==> config.mk <==
export PLATFORM = sky130hd
export DESIGN_NAME = i2cs_addr_match
export DESIGN_NICKNAME = d
export VERILOG_FILES = /design/src/rtl/i2cs_pkg.sv /design/src/rtl/i2cs_dp.sv /design/src/rtl/i2cs_ctrl.sv /design/src/rtl/i2cs_addr_match.sv
export SDC_FILE = /design/constraint.sdc
export NUM_CORES = 1
export LEC_CHECK = 0
export BUFFER_PORTS_ARGS = -buffer_cell sky130_fd_sc_hd__buf_4
export CAP_MARGIN = 20
export CORE_ASPECT_RATIO = 1.5
export CORE_UTILIZATION = 60
export DETAILED_ROUTE_END_ITERATION = 6
export GPL_ROUTABILITY_DRIVEN = 0
export PLACE_DENSITY = 0.81
export RECOVER_POWER = 25
export SETUP_SLACK_MARGIN = 0.4
export SLEW_MARGIN = 5
export SYNTH_ARGS = -nofsm -noshare
export SYNTH_HDL_FRONTEND = slang
export SYNTH_HIERARCHICAL = 1
export SYNTH_SLANG_ARGS = --single-unit
export TNS_END_PERCENT = 50
==> constraint.sdc <==
create_clock -name clk -period 3.36 [get_ports clk]
set_clock_uncertainty 0.1 [all_clocks]
set_input_delay 0.504 -clock clk [delete_from_list [all_inputs] [get_ports clk]]
set_output_delay 0.504 -clock clk [all_outputs]
set_load 0.01 [all_outputs]
==> src/rtl/i2cs_pkg.sv <==
package i2cs_pkg;

  localparam int ByteW = 8;
  localparam int OwnW  = 7;

  localparam logic [1:0] OFS_OWN  = 2'd0;
  localparam logic [1:0] OFS_CTRL = 2'd1;
  localparam logic [1:0] OFS_STAT = 2'd2;
  localparam logic [1:0] OFS_DATA = 2'd3;

  // strobes from the sequencer into the datapath
  typedef struct packed {
    logic shiftIn;    // sample SDA into the shifter
    logic shiftOut;   // advance the transmit shifter
    logic loadTx;     // load shifter from register write data
    logic captureRx;  // copy shifter into receive holding register
    logic latchAck;   // store ninth-bit level seen from the master
    logic unitDone;   // a 9-bit unit finished: raise flag
    logic addrUnit;   // the finished unit carried the address
    logic dropAddr;   // START/STOP: clear addressed bit
  } strobe_t;

  typedef enum logic [2:0] {
    S_IDLE, S_ADDR, S_ACK, S_RX, S_TX, S_TXACK, S_WAIT, S_SKIP
  } state_t;

endpackage

==> src/rtl/i2cs_dp.sv <==
module i2cs_dp
  import i2cs_pkg::*;
#(
  parameter int SYNC_LEN = 2,
  parameter int HOLD_CYC = 3
) (
  input  logic             clk,
  input  logic             rstN,
  input  logic             sclIn,
  input  logic             sdaIn,
  input  logic [1:0]       regAddr,
  input  logic             regWrEn,
  input  logic             regRdEn,
  input  logic [ByteW-1:0] regWdata,
  output logic [ByteW-1:0] regRdata,
  input  strobe_t          stb,
  output logic             sclRise,
  output logic             fallAct,
  output logic             startSeen,
  output logic             stopSeen,
  output logic             addrHit,
  output logic             shiftMsb,
  output logic             txMode,
  output logic             noAck,
  output logic             dataWr,
  output logic             dataRd,
  output logic             intr
);

  localparam int HoldW = $clog2(HOLD_CYC + 1);

  // ---------------- line synchronisers ----------------
  logic [SYNC_LEN-1:0] sclSync, sdaSync;

  genvar g;
  generate
    for (g = 0; g < SYNC_LEN; g++) begin : g_sync
      if (g == 0) begin : g_first
        always_ff @(posedge clk or negedge rstN)
          if (!rstN) begin
            sclSync[0] <= 1'b1;
            sdaSync[0] <= 1'b1;
          end else begin
            sclSync[0] <= sclIn;
            sdaSync[0] <= sdaIn;
          end
      end else begin : g_next
        always_ff @(posedge clk or negedge rstN)
          if (!rstN) begin
            sclSync[g] <= 1'b1;
            sdaSync[g] <= 1'b1;
          end else begin
            sclSync[g] <= sclSync[g-1];
            sdaSync[g] <= sdaSync[g-1];
          end
      end
    end
  endgenerate

  logic sclNow, sdaNow, sclPrev, sdaPrev;
  assign sclNow = sclSync[SYNC_LEN-1];
  assign sdaNow = sdaSync[SYNC_LEN-1];

  always_ff @(posedge clk or negedge rstN)
    if (!rstN) begin
      sclPrev <= 1'b1;
      sdaPrev <= 1'b1;
    end else begin
      sclPrev <= sclNow;
      sdaPrev <= sdaNow;
    end

  logic sclFall;
  assign sclRise   = sclNow & ~sclPrev;
  assign sclFall   = ~sclNow & sclPrev;
  assign startSeen = sclNow & sclPrev & sdaPrev & ~sdaNow;
  assign stopSeen  = sclNow & sclPrev & ~sdaPrev & sdaNow;

  // ---------------- post-fall hold delay ----------------
  logic [HoldW-1:0] holdCnt;
  always_ff @(posedge clk or negedge rstN)
    if (!rstN)                holdCnt <= '0;
    else if (sclFall)         holdCnt <= HoldW'(HOLD_CYC);
    else if (holdCnt != '0)   holdCnt <= holdCnt - 1'b1;

  assign fallAct = (holdCnt == HoldW'(1));

  // ---------------- registers ----------------
  logic [OwnW-1:0]  ownAddr;
  logic [ByteW-1:0] shiftReg, rxData;
  logic             flag, srw, addressed, rxNack;
  logic             statWr;

  assign dataWr = regWrEn && (regAddr == OFS_DATA);
  assign dataRd = regRdEn && (regAddr == OFS_DATA);
  assign statWr = regWrEn && (regAddr == OFS_STAT);

  always_ff @(posedge clk or negedge rstN)
    if (!rstN) begin
      ownAddr <= '0;
      txMode  <= 1'b0;
      noAck   <= 1'b0;
    end else if (regWrEn) begin
      if (regAddr == OFS_OWN) ownAddr <= regWdata[OwnW-1:0];
      if (regAddr == OFS_CTRL) begin
        txMode <= regWdata[0];
        noAck  <= regWdata[1];
      end
    end

  always_ff @(posedge clk or negedge rstN)
    if (!rstN)              shiftReg <= '0;
    else if (stb.loadTx)    shiftReg <= regWdata;
    else if (stb.shiftIn)   shiftReg <= {shiftReg[ByteW-2:0], sdaNow};
    else if (stb.shiftOut)  shiftReg <= {shiftReg[ByteW-2:0], 1'b1};

  always_ff @(posedge clk or negedge rstN)
    if (!rstN) begin
      rxData    <= '0;
      flag      <= 1'b0;
      srw       <= 1'b0;
      addressed <= 1'b0;
      rxNack    <= 1'b0;
    end else begin
      if (stb.captureRx) rxData <= shiftReg;
      if (stb.latchAck)  rxNack <= sdaNow;
      if (stb.unitDone)  flag <= 1'b1;
      else if (statWr)   flag <= 1'b0;
      if (stb.unitDone && stb.addrUnit) srw <= shiftReg[0];
      if (stb.dropAddr)      addressed <= 1'b0;
      else if (stb.unitDone) addressed <= stb.addrUnit;
    end

  assign addrHit  = (shiftReg[ByteW-1:1] == ownAddr);
  assign shiftMsb = shiftReg[ByteW-1];
  assign intr     = flag;

  always_comb begin
    unique case (regAddr)
      OFS_OWN:  regRdata = {1'b0, ownAddr};
      OFS_CTRL: regRdata = {6'b0, noAck, txMode};
      OFS_STAT: regRdata = {4'b0, addressed, srw, flag, rxNack};
      default:  regRdata = rxData;
    endcase
  end

endmodule

==> src/rtl/i2cs_ctrl.sv <==
module i2cs_ctrl
  import i2cs_pkg::*;
(
  input  logic    clk,
  input  logic    rstN,
  input  logic    sclRise,
  input  logic    fallAct,
  input  logic    startSeen,
  input  logic    stopSeen,
  input  logic    addrHit,
  input  logic    shiftMsb,
  input  logic    txMode,
  input  logic    noAck,
  input  logic    dataWr,
  input  logic    dataRd,
  output strobe_t stb,
  output logic    sclOe,
  output logic    sdaOe
);

  state_t     state, nState;
  logic [3:0] bitCnt, nBitCnt;
  logic       ninthSeen, nNinth;
  logic       ackOn, nAckOn;
  logic       isAddr, nIsAddr;

  always_comb begin
    stb     = '0;
    nState  = state;
    nBitCnt = bitCnt;
    nNinth  = ninthSeen;
    nAckOn  = ackOn;
    nIsAddr = isAddr;

    if (startSeen) begin
      nState       = S_ADDR;
      nBitCnt      = '0;
      stb.dropAddr = 1'b1;
    end else if (stopSeen) begin
      nState       = S_IDLE;
      stb.dropAddr = 1'b1;
    end else begin
      unique case (state)
        S_ADDR, S_RX: begin
          if (sclRise) begin
            stb.shiftIn = 1'b1;
            nBitCnt     = bitCnt + 1'b1;
          end
          if (fallAct && bitCnt == 4'd8) begin
            nNinth = 1'b0;
            nAckOn = ~noAck;
            if (state == S_RX) begin
              stb.captureRx = 1'b1;
              nIsAddr       = 1'b0;
              nState        = S_ACK;
            end else if (addrHit) begin
              nIsAddr = 1'b1;
              nState  = S_ACK;
            end else begin
              nState = S_SKIP;
            end
          end
        end
        S_ACK: begin
          if (sclRise) nNinth = 1'b1;
          if (fallAct && ninthSeen) begin
            stb.unitDone = 1'b1;
            stb.addrUnit = isAddr;
            nState       = S_WAIT;
          end
        end
        S_WAIT: begin
          if (txMode && dataWr) begin
            stb.loadTx = 1'b1;
            nBitCnt    = '0;
            nState     = S_TX;
          end else if (!txMode && dataRd) begin
            nBitCnt = '0;
            nState  = S_RX;
          end
        end
        S_TX: begin
          if (sclRise) nBitCnt = bitCnt + 1'b1;
          if (fallAct && bitCnt != '0) begin
            if (bitCnt == 4'd8) begin
              nNinth = 1'b0;
              nState = S_TXACK;
            end else begin
              stb.shiftOut = 1'b1;
            end
          end
        end
        S_TXACK: begin
          if (sclRise) begin
            stb.latchAck = 1'b1;
            nNinth       = 1'b1;
          end
          if (fallAct && ninthSeen) begin
            stb.unitDone = 1'b1;
            nState       = S_WAIT;
          end
        end
        default: ;  // idle and skip wait for START
      endcase
    end
  end

  always_ff @(posedge clk or negedge rstN)
    if (!rstN) begin
      state     <= S_IDLE;
      bitCnt    <= '0;
      ninthSeen <= 1'b0;
      ackOn     <= 1'b0;
      isAddr    <= 1'b0;
    end else begin
      state     <= nState;
      bitCnt    <= nBitCnt;
      ninthSeen <= nNinth;
      ackOn     <= nAckOn;
      isAddr    <= nIsAddr;
    end

  assign sclOe = (state == S_WAIT);
  assign sdaOe = ((state == S_ACK) && ackOn) || ((state == S_TX) && !shiftMsb);

endmodule

==> src/rtl/i2cs_addr_match.sv <==
module i2cs_addr_match
  import i2cs_pkg::*;
#(
  parameter int SYNC_LEN = 2,
  parameter int HOLD_CYC = 3
) (
  input  logic       clk,
  input  logic       rstN,
  input  logic       sclIn,
  input  logic       sdaIn,
  output logic       sclOe,
  output logic       sdaOe,
  input  logic [1:0] regAddr,
  input  logic       regWrEn,
  input  logic       regRdEn,
  input  logic [7:0] regWdata,
  output logic [7:0] regRdata,
  output logic       intr
);

  strobe_t stb;
  logic sclRise, fallAct, startSeen, stopSeen, addrHit, shiftMsb;
  logic txMode, noAck, dataWr, dataRd;

  i2cs_dp #(.SYNC_LEN(SYNC_LEN), .HOLD_CYC(HOLD_CYC)) dp (
    .clk(clk), .rstN(rstN), .sclIn(sclIn), .sdaIn(sdaIn),
    .regAddr(regAddr), .regWrEn(regWrEn), .regRdEn(regRdEn),
    .regWdata(regWdata), .regRdata(regRdata), .stb(stb),
    .sclRise(sclRise), .fallAct(fallAct), .startSeen(startSeen),
    .stopSeen(stopSeen), .addrHit(addrHit), .shiftMsb(shiftMsb),
    .txMode(txMode), .noAck(noAck), .dataWr(dataWr), .dataRd(dataRd),
    .intr(intr)
  );

  i2cs_ctrl ctrl (
    .clk(clk), .rstN(rstN), .sclRise(sclRise), .fallAct(fallAct),
    .startSeen(startSeen), .stopSeen(stopSeen), .addrHit(addrHit),
    .shiftMsb(shiftMsb), .txMode(txMode), .noAck(noAck),
    .dataWr(dataWr), .dataRd(dataRd), .stb(stb),
    .sclOe(sclOe), .sdaOe(sdaOe)
  );

endmodule

==> run metrics <==
CTS max path bufs=2; CTS tree=built; Die ar.=0.00447 mm2; htree depth=2; sequential share of the synthesized area=47.0%; Worst VDD drop=0.000400 V; ys async rst share=100%; Die W=54.9 um; register bit total from synthesis=47; final hold vios=0; Post-CTS Setup Bufs=0; crit path cell chain=nand2_1 -> nor3b_1 -> nor2_1 -> inv_2 -> nor3_2 -> and2_1 -> mux2_2; DRT Pass-1 Iters=4; worst slew pin tran=2.44 ns; P_leak=1.29 nW; endpoints failing setup=0; max-slew violation count=48; Pwr Density=535 mW/mm2; fmax=382 MHz; final core utilization=70.9%; failing checks=capacitance limit, slew limit; relative slew slack=-62.9%; Root Driver=clkbuf_8; worst skew pair latency=0.30 ns; Hold Crit Class=input port to flop; Final nets=267; Synth cell types=54; n_diodes=0; synthesized area per cell=11.5 um2; crit-path max FO=9; 1st-iter DRT viols=49; final period utilization=77.9%; status=finished with violations; Post-Syn Nets=239; number of global-route vias before repair=1801; Worst-path clk slew=0.09 ns; MaxCap Viol Count=1; Critical Path AT=2.71 ns; CTS Buf Count=5; CP top delay family=simple AND/OR/NAND/NOR gates; FP Rows=28; DR vias=1786; port bufs=26; first-pass GRT wire length=8.38 mm; Top Ports=27; initial antenna violation count=0; Syn. warnings=6; endpoint class of the critical path=flop; initial core utilization=63.1%; grt total ovfl=0; kind of start point of the critical path=flop; Via density=6.10; GRT Overall Usage=27.1%; die span in y=81.4 um; CP peak stage delay=0.60 ns; Syn Inst Count=219; Worst path slowest cell=nor3b_1; HPWL Detailed=3.79 mm; largest net degree at the start of global routing=48; post-layout min period=2.62 ns; DR WL/cell=17.8 um; Worst EP required=3.45 ns; Main synth FF type=dfrtp_1; commonest non-fill, non-tap cell in the layout=dfrtp_1; layout cells sized above 1=29.4%; antenna viol nets, final=0; final setup TNS=0 ns; Mapped Area=0.00252 mm2; most frequent cells in the layout=dfrtp_1 (41), buf_4 (25), mux2_2 (23); RSZ-0062 raised after global routing=false; critical path class=flop to flop; final WL=5.21 mm; Area Overhead vs Synth=12.4%; CTS Sinks=47; CP Buf/Inv Count=1; hold_buf cts=0; Resized Gates After CTS=0; Post-synth EDFFs=0; core area=0.00399 mm2; # DRC=0
## cell families (layout without fill, tap and decap cells)
group | after synthesis | count (layout) | share of synthesized area, %
flip-flops | 47 | 47 | 47.0
XOR/XNOR | 9 | 9 | 3.13
multiplexers | 35 | 35 | 16.4
AND/OR/NAND/NOR | 67 | 67 | 15.9
adder cells (fa/ha/maj) | 4 | 4 | 1.99
buffers and inverters | 16 | 45 | 3.38
AO/OA/AOI/OAI | 41 | 41 | 12.2
## power by group
part           leakage, nW  switching [W]  internal, W
logic                0.669       0.000179     0.000194
clock network       0.0484       0.000190     0.000169
registers            0.574       0.000116     0.000668
total                 1.29       0.000486      0.00103
## metrics by stage
| step | instances | setup WS (ns) | hold WS [ns] | power, W | instance area [um2] |
|---|---|---|---|---|---|
| floorplan | 219 | 1.17 | 0.108 | 0.00105 | 2520 |
| global placement | 285 | 0.943 | 0.247 | 0.00116 | 2740 |
| detailed placement | 285 | 0.877 | 0.251 | 0.00117 | 2740 |
| CTS | 293 | 0.870 | 0.115 | 0.00153 | 2840 |
| global route | 293 | 0.349 | 0.188 | 0.00161 | 2830 |
| finish | 293 | 0.741 | 0.201 | 0.00152 | 2830 |
## path summary, 6_finish.rpt
| path | depth (start not counted) | endpoint | slack (ns) | from |
|---|---|---|---|---|
| min in group asynchronous | 1 | dp/holdCnt[1] | 0.84 | rstN |
| max | 7 | dp/rxData[4] | 0.74 | dp/sclNow |
| max reg2reg | 7 | dp/rxData[4] | 0.74 | dp/sclNow |
| min reg2reg | 0 | dp/sclNow | 0.27 | dp/sclSync[0] |
| min | 1 | dp/sdaSync[0] | 0.20 | sdaIn |
| max in group asynchronous | 1 | ctrl/state[2] | 0.93 | rstN |
## area by class of cell
type / count / area (um2)
Multi-Input combinational cell: 156 / 1260
Sequential cell: 47 / 1180
Fill cell: 311 / 1160
Timing Repair Buffer: 28 / 206
Clock buffer: 7 / 86.3
Tap cell: 45 / 56.3
Inverter: 9 / 33.8
Clock inverter: 1 / 8.76
## state kept, by name, summed over array words and instances, names as in the netlist, 2 cells and up
register / cells
dp/shiftReg: 8
dp/rxData: 8
dp/ownAddr: 7
dp/holdCnt: 2
ctrl/bitCnt: 4
ctrl/state: 3
## synthesized netlist by cell type, types with 2 or more instances
cell,instances,area share (%)
o21ai_0,9,1.8
dfrtp_1,41,41
nor3_1,4,0.79
buf_6,2,0.89
nor4_1,3,0.75
a21o_1,2,0.60
nand2_1,18,2.7
nor3b_1,2,0.60
nor2b_1,4,0.99
xor2_1,4,1.4
a2bb2oi_1,2,0.70
o21a_1,2,0.60
buf_2,2,0.40
mux2i_1,9,3.6
nand3b_1,3,0.89
o31ai_1,2,0.60
and2_1,2,0.50
nor4b_1,2,0.70
ha_1,4,2.0
mux2_2,23,10
dfstp_2,6,6.3
inv_1,8,1.2
buf_4,2,0.60
nand2b_1,4,0.99
a22o_1,7,2.4
nor2_1,13,1.9
xnor2_1,5,1.7
a21oi_1,6,1.2
and3_1,3,0.75
## worst reg2reg max path, delay by kind of cell, from the launching register on
family | cells | cell delay, ns
buffers and inverters | 1 | 0.21
and+or+nand+nor | 5 | 1.30
DFF | 1 | 0.56
muxes | 1 | 0.34
## per-layer routing
metal	share of wire, %	up-vias	GRT usage (%)
met4	2.2	0	12.8
met3	2.7	11	5.81
met2	54	40	46.3
met5	0	-	0
met1	41	889	30.9
li1	-	846	-
(Power assumes the default switching activity.)
